$ cat config.mk
export PLATFORM = sky130hd
export DESIGN_NAME = i2c_arb_master
export DESIGN_NICKNAME = d
export VERILOG_FILES = /design/src/rtl/i2c_arb_pkg.sv /design/src/rtl/i2c_sync.sv /design/src/rtl/i2c_bus_watch.sv /design/src/rtl/i2c_byte_engine.sv /design/src/rtl/i2c_arb_master.sv
export SDC_FILE = /design/constraint.sdc
export NUM_CORES = 1
export LEC_CHECK = 0
export BUFFER_PORTS_ARGS = -buffer_cell sky130_fd_sc_hd__buf_2
export CORE_ASPECT_RATIO = 0.75
export CORE_MARGIN = 2
export CORE_UTILIZATION = 51
export CTS_CLUSTER_DIAMETER = 150
export DETAILED_ROUTE_END_ITERATION = 12
export GPL_TIMING_DRIVEN = 0
export PLACE_DENSITY = 0.73
export SLEW_MARGIN = 20
export SYNTH_ARGS = -nofsm -noshare
export SYNTH_HDL_FRONTEND = slang
export SYNTH_HIERARCHICAL = 1
export SYNTH_SLANG_ARGS = --single-unit
$ cat constraint.sdc
create_clock -name clk -period 4.7 [get_ports clk]
set_input_delay 0.47 -clock clk [delete_from_list [all_inputs] [get_ports clk]]
set_output_delay 0.47 -clock clk [all_outputs]
set_load 0.03 [all_outputs]
$ cat src/rtl/i2c_arb_pkg.sv
package i2c_arb_pkg;

    typedef enum logic [1:0] {
        CMD_NOP   = 2'd0,
        CMD_START = 2'd1,
        CMD_WRITE = 2'd2,
        CMD_STOP  = 2'd3
    } cmd_e;

    typedef enum logic [2:0] {
        S_IDLE,
        S_START,
        S_XFER_L,
        S_XFER_H,
        S_HOLD,
        S_PARK,
        S_STOP
    } eng_state_e;

    typedef struct packed {
        logic busy;
        logic scl_prev;
        logic sda_prev;
    } watch_t;

endpackage

$ cat src/rtl/i2c_sync.sv
module i2c_sync #(
    parameter int          W       = 2,
    parameter int          STAGES  = 2,
    parameter logic [W-1:0] RST_VAL = '1
) (
    input  logic         clk,
    input  logic         rst_n,
    input  logic [W-1:0] d,
    output logic [W-1:0] q
);
    logic [W-1:0] stg_q [STAGES];

    for (genvar g = 0; g < STAGES; g++) begin : g_stage
        if (g == 0) begin : g_first
            always_ff @(posedge clk or negedge rst_n) begin
                if (!rst_n) stg_q[g] <= RST_VAL;
                else        stg_q[g] <= d;
            end
        end else begin : g_next
            always_ff @(posedge clk or negedge rst_n) begin
                if (!rst_n) stg_q[g] <= RST_VAL;
                else        stg_q[g] <= stg_q[g-1];
            end
        end
    end

    assign q = stg_q[STAGES-1];
endmodule

$ cat src/rtl/i2c_bus_watch.sv
module i2c_bus_watch
    import i2c_arb_pkg::*;
(
    input  logic clk,
    input  logic rst_n,
    input  logic scl_s,
    input  logic sda_s,
    output logic busy,
    output logic start_det,
    output logic stop_det
);
    watch_t w_d, w_q;

    always_comb begin
        w_d          = w_q;
        start_det    = scl_s && w_q.scl_prev && w_q.sda_prev && !sda_s;
        stop_det     = scl_s && w_q.scl_prev && !w_q.sda_prev && sda_s;
        w_d.scl_prev = scl_s;
        w_d.sda_prev = sda_s;
        if (start_det)     w_d.busy = 1'b1;
        else if (stop_det) w_d.busy = 1'b0;
    end

    always_ff @(posedge clk or negedge rst_n) begin
        if (!rst_n) begin
            w_q.busy     <= 1'b0;
            w_q.scl_prev <= 1'b1;
            w_q.sda_prev <= 1'b1;
        end else begin
            w_q <= w_d;
        end
    end

    assign busy = w_q.busy;

    AST_BUSY_AFTER_START: assert property (@(posedge clk) disable iff (!rst_n)
        start_det |=> busy) else $error("busy not set after START");
    AST_FREE_AFTER_STOP: assert property (@(posedge clk) disable iff (!rst_n)
        stop_det |=> !busy) else $error("busy not cleared after STOP");
endmodule

$ cat src/rtl/i2c_byte_engine.sv
module i2c_byte_engine
    import i2c_arb_pkg::*;
#(
    parameter int DATA_W = 8
) (
    input  logic              clk,
    input  logic              rst_n,
    input  logic              wr_en,
    input  logic [1:0]        wr_cmd,
    input  logic [DATA_W-1:0] wr_data,
    input  logic              clr_al,
    input  logic              ph_low,
    input  logic              ph_hmid,
    input  logic              scl_s,
    input  logic              sda_s,
    input  logic              busy,
    input  logic              stop_det,
    output logic              run_o,
    output logic              sda_oe_o,
    output logic              owner_o,
    output logic              al_o,
    output logic              slave_o,
    output logic              acked_o,
    output logic              done_o
);
    localparam int IDX_W = $clog2(DATA_W + 1);
    localparam logic [IDX_W-1:0] ACK_IDX = IDX_W'(DATA_W);

    typedef struct packed {
        eng_state_e        state;
        logic [DATA_W-1:0] shreg;
        logic [IDX_W-1:0]  bidx;
        logic              sda_oe;
        logic              run;
        logic              owner;
        logic              al;
        logic              slave;
        logic              acked;
        logic              done;
    } eng_t;

    eng_t       r_d, r_q;
    cmd_e       cmd;
    logic       accept;
    logic       lose;
    eng_state_e st_q;

    assign st_q = r_q.state;

    always_comb begin
        r_d      = r_q;
        r_d.done = 1'b0;
        lose     = 1'b0;
        cmd      = cmd_e'(wr_cmd);
        accept   = wr_en && !r_q.al;

        if (clr_al)   r_d.al    = 1'b0;
        if (stop_det) r_d.slave = 1'b0;

        case (r_q.state)
            S_IDLE: begin
                if (accept && cmd == CMD_START && !busy) begin
                    r_d.state  = S_START;
                    r_d.sda_oe = 1'b0;
                    r_d.run    = 1'b1;
                end
            end
            S_PARK: begin
                if (accept) begin
                    case (cmd)
                        CMD_START: begin
                            r_d.state  = S_START;
                            r_d.sda_oe = 1'b0;
                            r_d.run    = 1'b1;
                        end
                        CMD_WRITE: begin
                            r_d.state  = S_XFER_H;
                            r_d.shreg  = wr_data;
                            r_d.bidx   = '0;
                            r_d.sda_oe = !wr_data[DATA_W-1];
                            r_d.run    = 1'b1;
                        end
                        CMD_STOP: begin
                            r_d.state  = S_STOP;
                            r_d.sda_oe = 1'b1;
                            r_d.run    = 1'b1;
                        end
                        default: ;
                    endcase
                end
            end
            S_START: begin
                if (ph_hmid) begin
                    if (sda_s) begin
                        r_d.sda_oe = 1'b1;
                        r_d.owner  = 1'b1;
                        r_d.state  = S_HOLD;
                    end else begin
                        lose = 1'b1;
                    end
                end
            end
            S_XFER_L: begin
                if (ph_low) begin
                    if (r_q.bidx == ACK_IDX) r_d.sda_oe = 1'b0;
                    else                     r_d.sda_oe = !r_q.shreg[DATA_W-1];
                    r_d.state = S_XFER_H;
                end
            end
            S_XFER_H: begin
                if (ph_hmid) begin
                    if (r_q.bidx == ACK_IDX) begin
                        r_d.acked = !sda_s;
                        r_d.state = S_HOLD;
                    end else if (!r_q.sda_oe && !sda_s) begin
                        lose = 1'b1;
                    end else begin
                        r_d.shreg = {r_q.shreg[DATA_W-2:0], 1'b0};
                        r_d.bidx  = r_q.bidx + 1'b1;
                        r_d.state = S_XFER_L;
                    end
                end
            end
            S_HOLD: begin
                if (ph_low) begin
                    r_d.run   = 1'b0;
                    r_d.state = S_PARK;
                    r_d.done  = 1'b1;
                end
            end
            S_STOP: begin
                if (ph_hmid) begin
                    r_d.sda_oe = 1'b0;
                    r_d.run    = 1'b0;
                    r_d.owner  = 1'b0;
                    r_d.state  = S_IDLE;
                    r_d.done   = 1'b1;
                end
            end
            default: r_d.state = S_IDLE;
        endcase

        if (lose) begin
            r_d.sda_oe = 1'b0;
            r_d.run    = 1'b0;
            r_d.owner  = 1'b0;
            r_d.al     = 1'b1;
            r_d.slave  = 1'b1;
            r_d.state  = S_IDLE;
        end
    end

    always_ff @(posedge clk or negedge rst_n) begin
        if (!rst_n) begin
            r_q <= '{state: S_IDLE, shreg: '0, bidx: '0, sda_oe: 1'b0,
                     run: 1'b0, owner: 1'b0, al: 1'b0, slave: 1'b0,
                     acked: 1'b0, done: 1'b0};
        end else begin
            r_q <= r_d;
        end
    end

    assign run_o    = r_q.run;
    assign sda_oe_o = r_q.sda_oe;
    assign owner_o  = r_q.owner;
    assign al_o     = r_q.al;
    assign slave_o  = r_q.slave;
    assign acked_o  = r_q.acked;
    assign done_o   = r_q.done;

    AST_SDA_MOVES_LOW_ONLY: assert property (@(posedge clk) disable iff (!rst_n)
        (scl_s && $past(scl_s) && (r_q.sda_oe != $past(r_q.sda_oe)))
            |-> ($past(st_q) == S_START || $past(st_q) == S_STOP))
        else $error("SDA moved during SCL high outside START/STOP");
    AST_LOSS_LETS_GO: assert property (@(posedge clk) disable iff (!rst_n)
        r_q.slave |-> (!r_q.sda_oe && !r_q.owner))
        else $error("bus still driven in slave mode");
    AST_AL_STICKY: assert property (@(posedge clk) disable iff (!rst_n)
        ($past(r_q.al) && !$past(clr_al)) |-> r_q.al)
        else $error("arbitration flag dropped without clear");
    AST_AL_BLOCKS_CMD: assert property (@(posedge clk) disable iff (!rst_n)
        (r_q.al && wr_en && st_q == S_IDLE) |=> (st_q == S_IDLE))
        else $error("command taken while arbitration flag set");
    AST_NON_OWNER_IGNORES: assert property (@(posedge clk) disable iff (!rst_n)
        (st_q == S_IDLE && wr_en && (wr_cmd == CMD_WRITE || wr_cmd == CMD_STOP))
            |=> (st_q == S_IDLE && !r_q.run))
        else $error("write or stop taken without ownership");
endmodule

$ cat src/rtl/i2c_arb_master.sv
module i2c_arb_master
    import i2c_arb_pkg::*;
#(
    parameter int DATA_W      = 8,
    parameter int SYNC_STAGES = 2
) (
    input  logic              clk,
    input  logic              rst_n,
    input  logic              wr_en,
    input  logic [1:0]        wr_cmd,
    input  logic [DATA_W-1:0] wr_data,
    input  logic              clr_al,
    input  logic              ph_low_i,
    input  logic              ph_hmid_i,
    input  logic              scl_i,
    input  logic              sda_i,
    output logic              run_o,
    output logic              sda_oe_o,
    output logic              busy_o,
    output logic              owner_o,
    output logic              arb_lost_o,
    output logic              slave_rx_o,
    output logic              acked_o,
    output logic              done_o
);
    logic [1:0] line_s;
    logic       scl_s, sda_s;
    logic       busy, start_det, stop_det;

    i2c_sync #(.W(2), .STAGES(SYNC_STAGES), .RST_VAL(2'b11)) u_sync (
        .clk   (clk),
        .rst_n (rst_n),
        .d     ({scl_i, sda_i}),
        .q     (line_s)
    );

    assign scl_s = line_s[1];
    assign sda_s = line_s[0];

    i2c_bus_watch u_watch (
        .clk       (clk),
        .rst_n     (rst_n),
        .scl_s     (scl_s),
        .sda_s     (sda_s),
        .busy      (busy),
        .start_det (start_det),
        .stop_det  (stop_det)
    );

    i2c_byte_engine #(.DATA_W(DATA_W)) u_engine (
        .clk      (clk),
        .rst_n    (rst_n),
        .wr_en    (wr_en),
        .wr_cmd   (wr_cmd),
        .wr_data  (wr_data),
        .clr_al   (clr_al),
        .ph_low   (ph_low_i),
        .ph_hmid  (ph_hmid_i),
        .scl_s    (scl_s),
        .sda_s    (sda_s),
        .busy     (busy),
        .stop_det (stop_det),
        .run_o    (run_o),
        .sda_oe_o (sda_oe_o),
        .owner_o  (owner_o),
        .al_o     (arb_lost_o),
        .slave_o  (slave_rx_o),
        .acked_o  (acked_o),
        .done_o   (done_o)
    );

    assign busy_o = busy;
endmodule

==> results of run 1 <==
[registers in the layout, summed over array words and instances (netlist names)]
name               cells
u_engine/r_q          12
u_engine/st_q          3
u_sync/q               2
u_sync/stg_q           2
u_watch/w_q            2
u_engine/acked_o       1
u_engine/al_o          1
u_engine/done_o        1
u_engine/owner_o       1
u_engine/run_o         1
u_engine/sda_oe_o      1
u_engine/slave_o       1
u_watch/busy           1
[per-layer routing]
| layer | vias to the layer above | part of all wire, % |
|---|---|---|
| li1 | 618 | - |
| met1 | 647 | 46 |
| met2 | 49 | 46 |
| met3 | 7 | 6.5 |
| met4 | 0 | 0.75 |
| met5 | - | 0 |
[power breakdown]
group | switching [uW] | internal [uW] | leakage (uW) | total, uW
Combinational | 262 | 219 | 0.000465 | 481
Sequential | 51.6 | 328 | 0.000347 | 380
Clock | 90.6 | 173 | 0.0000585 | 263
Total | 405 | 719 | 0.000871 | 1120
[worst paths after layout]
path,start,to,slack [ps],depth (start not counted)
setup / recovery,u_engine/r_q[7]$_DFFE_PN0P_,u_engine/r_q[18]$_DFFE_PN0P_,2590,8
hold / removal,rst_n,u_engine/r_q[11]$_DFFE_PN0P_,210,1
max in group asynchronous,rst_n,u_watch/busy$_DFFE_PN0P_,4070,1
hold reg to reg,u_sync/stg_q[3]$_DFF_PN1_,u_sync/q[1]$_DFF_PN1_,360,0
setup reg to reg,u_engine/r_q[7]$_DFFE_PN0P_,u_engine/r_q[18]$_DFFE_PN0P_,2590,8
min in group clk,sda_i,u_sync/stg_q[2]$_DFF_PN1_,290,1
[through the flow]
stage	utilization, %	total power, uW	hold WS [ps]	worst slack [ps]
floorplan	-	742	174	2760
global placement	59.9	840	347	2520
detailed placement	59.9	852	349	2550
CTS	63.8	1120	236	2620
global route	63.8	1190	248	2510
finish	63.8	1120	212	2590
[final cells by class]
cell class | count | share of cell area [%]
Buffer | 9 | 2.81
Clock buffer | 7 | 4.51
Clock inverter | 1 | 1.57
Inverter | 8 | 1.57
Multi-Input combinational cell | 103 | 42.2
Sequential cell | 29 | 38.3
Tap cell | 38 | 2.49
Timing Repair Buffer | 25 | 6.54
[worst register-to-register path, stage by stage (launching register included)]
cell	delay, ps
dfrtp_1	400
inv_1	90
ha_1	210
and3b_1	180
clkbuf_1	180
o31a_1	140
or3_1	330
buf_6	170
mux2_4	300
==> metrics.cfg, run 1 <==
[status]
outcome = finished clean

[finish]
final_cell_mix = 26 x buf_2, 23 x dfrtp_1, 8 x inv_1
fill_cells = 227
final_cell_count_no_fill = 220
final_common_cell = buf_2
multi_input_area_um2 = 807
antenna_cells = 0
areaGrowthSynthToFinish_pct = 17.8
fin_area_um2 = 1910
seqCellArea_um2 = 733
fin_nets = 201
drive_gt1_share_pct = 35.2

[global_routing]
first_global_vias = 1334
use_met1_pct = 29.0
grt_pass1_wl_um = 6200
grt_max_degree = 30
grt_usage_pct = 21.9
grt_overflow = 0
grt.busiest_layer = met2
grt_antenna_before_repair = 0
grtUsageMet3_pct = 6.86
use_met2_pct = 34.8

[die]
fp.dieW_um = 69.2
die_y_um = 52.9
die_area_um2 = 3660
ioPinCount = 26
core-area_um2 = 3000
initial_core_util_pct = 54.2
num_rows = 17

[timing]
max_freq_mhz = 475
drv_slew = 0
setup_viol = 0
tns_ps = 0
min_period_over_period_pct = 44.8
finalHoldViolCount = 0
worst_clock_skew_ps = 8.22
slew-limit-headroom_pct = 46.0
min_period_ps = 2110
rsz0062_at_grt = false
worst_pin_slew_ps = 807

[power]
power.density_nw_per_um2 = 588
power.leakage_uw = 0.000871
irDropWorstVdd_v = 0.000282

[place]
gp_congestion = 0.906
place_inst = 212
io_buffer_count = 25
dp_hpwl_um = 2480
place_area_um2 = 1800

[worst_setup_path]
cp-end-kind = flop
cp_data_arrival_time_ps = 2260
crit_required_ps = 4860
critPathLaunchType = flop
cp_max_fo = 9
path_class = reg -> reg
crit_family = simple AND/OR/NAND/NOR gates
path_buf_inv = 3
path_cells = inv_1, ha_1, and3b_1, clkbuf_1, o31a_1, or3_1, buf_6, mux2_4
slowest_delay_ps = 400
worst_path_max_delay_cell = dfrtp_1

[cts]
clock_path_buffers = 2
insertion_delay_ps = 280
postCtsResizedCells = 0
cts_htree_levels = 2
cts_tree = yes
clkSinkCount = 29
hold_buffers = 0
cts.reportedPaths.clkPinSlew_ps = 70
root_buffer = clkbuf_8
cts_setup_buffers = 0
cts_buffers = 5

[detailed_routing]
wl_um = 3590
vias = 1321
postRouteAntennaNets = 0
drtIter0Drc = 125
first_pass_iters = 4
wire_per_inst_um = 16.3
drc = 0
viasPerCell = 6.00

[synth]
syn_area_um2 = 1620
syn_nets = 169
avgSynthCellArea_um2 = 10.9
ys_warn_count = 6
synthCells = 149

[flow_run]
cap_violations = 0

[hold_path]
worst_hold_path_type = in -> async

Note: power is estimated with default switching activity, not from simulation.
==> inputs of run 2 (changes only) <==
- clock period: 4.7 -> 2.1 ns (I/O delays scaled with it)
==> metrics.cfg, run 2 (synthesis results as in run 1) <==
[status]
outcome = finished clean  ; unchanged

[worst_setup_path]
r2r-end = u_engine/r_q[18]$_DFFE_PN0P_  ; unchanged
crit_required_ps = 2260  ; was 4860 ps
crit_family = simple AND/OR/NAND/NOR gates  ; unchanged
cp_max_fo = 9  ; unchanged
cp_data_arrival_time_ps = 2200  ; was 2260 ps
worst_path_max_delay_cell = o32a_4  ; was dfrtp_1
worst_r2r_path_depth = 6  ; was 8
cp-end-kind = flop  ; unchanged
critPathLaunchType = flop  ; unchanged
worst-r2r-setup-slack_ps = 60  ; was 2590 ps
path_class = reg -> reg  ; unchanged
crit-reg2reg-launch = u_engine/st_q[2]$_DFFE_PN0P_  ; was u_engine/r_q[7]$_DFFE_PN0P_
path_cells = buf_4, nand2b_4, o32a_4, or3_1, buf_6, mux2_4  ; was inv_1, ha_1, and3b_1, clkbuf_1, o31a_1, or3_1, buf_6, mux2_4
slowest_delay_ps = 400  ; about the same
path_buf_inv = 2  ; was 3

[timing]
min_period_ps = 2040  ; was 2110 ps
finalHoldViolCount = 0  ; unchanged
worst_slack_ps = 62.1  ; was 2590 ps
worst_clock_skew_ps = 8.81  ; was 8.22 ps
timing.hold.ws_ps = 30.4  ; was 212 ps
setup_viol = 0  ; unchanged
min_period_over_period_pct = 97.0  ; was 44.8%
max_freq_mhz = 491  ; was 475 MHz
worst_pin_slew_ps = 646  ; was 807 ps
drv_slew = 0  ; unchanged
slew-limit-headroom_pct = 57.0  ; was 46.0%

[power]
irDropWorstVdd_v = 0.000639  ; was 0.000282 V
power.leakage_uw = 0.000887  ; was 0.000871 uW
power.density_nw_per_um2 = 1320  ; was 588 nW/um^2

[cts]
insertion_delay_ps = 280  ; about the same
clkSinkCount = 29  ; unchanged
cts_htree_levels = 2  ; unchanged
cts_tree = yes  ; unchanged
cts.reportedPaths.clkPinSlew_ps = 60  ; was 70 ps
clock_path_buffers = 2  ; unchanged
cts_buffers = 5  ; unchanged
root_buffer = clkbuf_8  ; unchanged

[global_routing]
grt_usage_pct = 21.9  ; unchanged
first_global_vias = 1334  ; unchanged
grt_antenna_before_repair = 0  ; unchanged
grt_pass1_wl_um = 6200  ; unchanged
grt_overflow = 0  ; unchanged
grt_max_degree = 30  ; unchanged

[die]
num_rows = 17  ; unchanged
die_y_um = 52.9  ; unchanged
core-area_um2 = 3000  ; unchanged
ioPinCount = 26  ; unchanged
initial_core_util_pct = 54.2  ; unchanged
fp.dieW_um = 69.2  ; unchanged
die_area_um2 = 3660  ; unchanged

[detailed_routing]
postRouteAntennaNets = 0  ; unchanged
wl_um = 3690  ; was 3590 um
vias = 1339  ; was 1321
drtIter0Drc = 85  ; was 125
drc = 0  ; unchanged
wire_per_inst_um = 16.6  ; was 16.3 um
viasPerCell = 6.03  ; was 6.00
first_pass_iters = 4  ; unchanged

[finish]
final_cell_count_no_fill = 222  ; was 220
regMostFlops = u_engine/r_q  ; unchanged
largest_reg_flops = 12  ; unchanged
antenna_cells = 0  ; unchanged
seqCellArea_um2 = 733  ; unchanged
areaGrowthSynthToFinish_pct = 20.1  ; was 17.8%
final_cell_mix = 26 x buf_2, 23 x dfrtp_1, 8 x inv_1  ; unchanged
drive_gt1_share_pct = 37.0  ; was 35.2%
final_common_cell = buf_2  ; unchanged
multi_input_area_um2 = 822  ; was 807 um^2
fill_cells = 225  ; was 227
fin_nets = 203  ; was 201
utilization_pct = 65.0  ; was 63.8%

[place]
io_buffer_count = 25  ; unchanged
place_inst = 212  ; unchanged
place_ws_ps = 30.3  ; was 2550 ps
dp_hpwl_um = 2480  ; unchanged
gp_congestion = 0.906  ; unchanged

[hold_path]
worst_hold_path_type = in -> reg  ; was in -> async
hp-start = sda_i
min_to = u_sync/stg_q[2]$_DFF_PN1_
min_path_cells = 1

[flow_run]
cap_violations = 0  ; unchanged

[run 2: cell count changes in the layout (fill, tap and decap cells not counted), sizes merged]
cell         before  now
buf              30   32
dlygate4sd3       0    1
clkbuf           11   10
[run 2: report_power, final]
group / leakage (uW) / internal (uW) / switching (uW)
registers: 0.000347 / 735 / 118
logic: 0.000481 / 518 / 610
clock network: 0.0000585 / 386 / 204
total: 0.000887 / 1640 / 931
[run 2: layer usage]
layer / wire length (um) / GRT usage [%]
met1: 1660 / 29.1
met5: 0 / 0
met3: 288 / 6.67
met2: 1720 / 34.8
met4: 24 / 6.86
[run 2: per-stage QoR]
step / TNS (ps) / total power [uW] / instance area (um^2)
6_report: 0 / 2570 / 1950
5_1_grt: -32.9 / 2720 / 1950
4_1_cts: 0 / 2510 / 1920
3_5_place_dp: 0 / 1910 / 1800
3_3_place_gp: 0 / 1880 / 1800
2_1_floorplan: 0 / 1660 / 1620
[run 2: area by class of cell]
| type | instances | area share (%) |
|---|---|---|
| Sequential cell | 29 | 37.6 |
| Clock buffer | 7 | 4.43 |
| Multi-Input combinational cell | 103 | 42.1 |
| Tap cell | 38 | 2.44 |
| Inverter | 8 | 1.54 |
| Timing Repair Buffer | 28 | 7.70 |
| Clock inverter | 1 | 1.54 |
| Buffer | 8 | 2.63 |
[run 2: repair_timing]
action / 4_1_cts / 5_1_grt
hold buffers: 1 / 0
hold endpoints to repair: 23 / 0
gates resized for setup: 0 / 4
setup endpoints to repair: 0 / 11
buffers inserted: 0 / 2
[run 2: worst max path at each step]
stage,startpoint,to,slack [ps],depth (start not counted)
floorplan,u_engine/st_q[2]$_DFFE_PN0P_,u_engine/r_q[12]$_DFFE_PN0P_,160,6
global placement,u_engine/st_q[2]$_DFFE_PN0P_,u_engine/r_q[15]$_DFFE_PN0P_,60,5
detailed placement,u_engine/st_q[2]$_DFFE_PN0P_,u_engine/r_q[17]$_DFFE_PN0P_,30,5
CTS,u_engine/r_q[7]$_DFFE_PN0P_,u_engine/r_q[16]$_DFFE_PN0P_,20,8
global route,u_engine/r_q[7]$_DFFE_PN0P_,u_engine/r_q[16]$_DFFE_PN0P_,-9,7
finish,u_engine/st_q[2]$_DFFE_PN0P_,u_engine/r_q[18]$_DFFE_PN0P_,60,6
[run 2: worst register-to-register path, delay by kind of cell, from the launching register on]
kind                   cells  cell delay, ps
AO/OA/AOI/OAI              1             400
buffers and inverters      2             320
flip-flops                 1             360
multiplexers               1             300
AND/OR/NAND/NOR            2             560
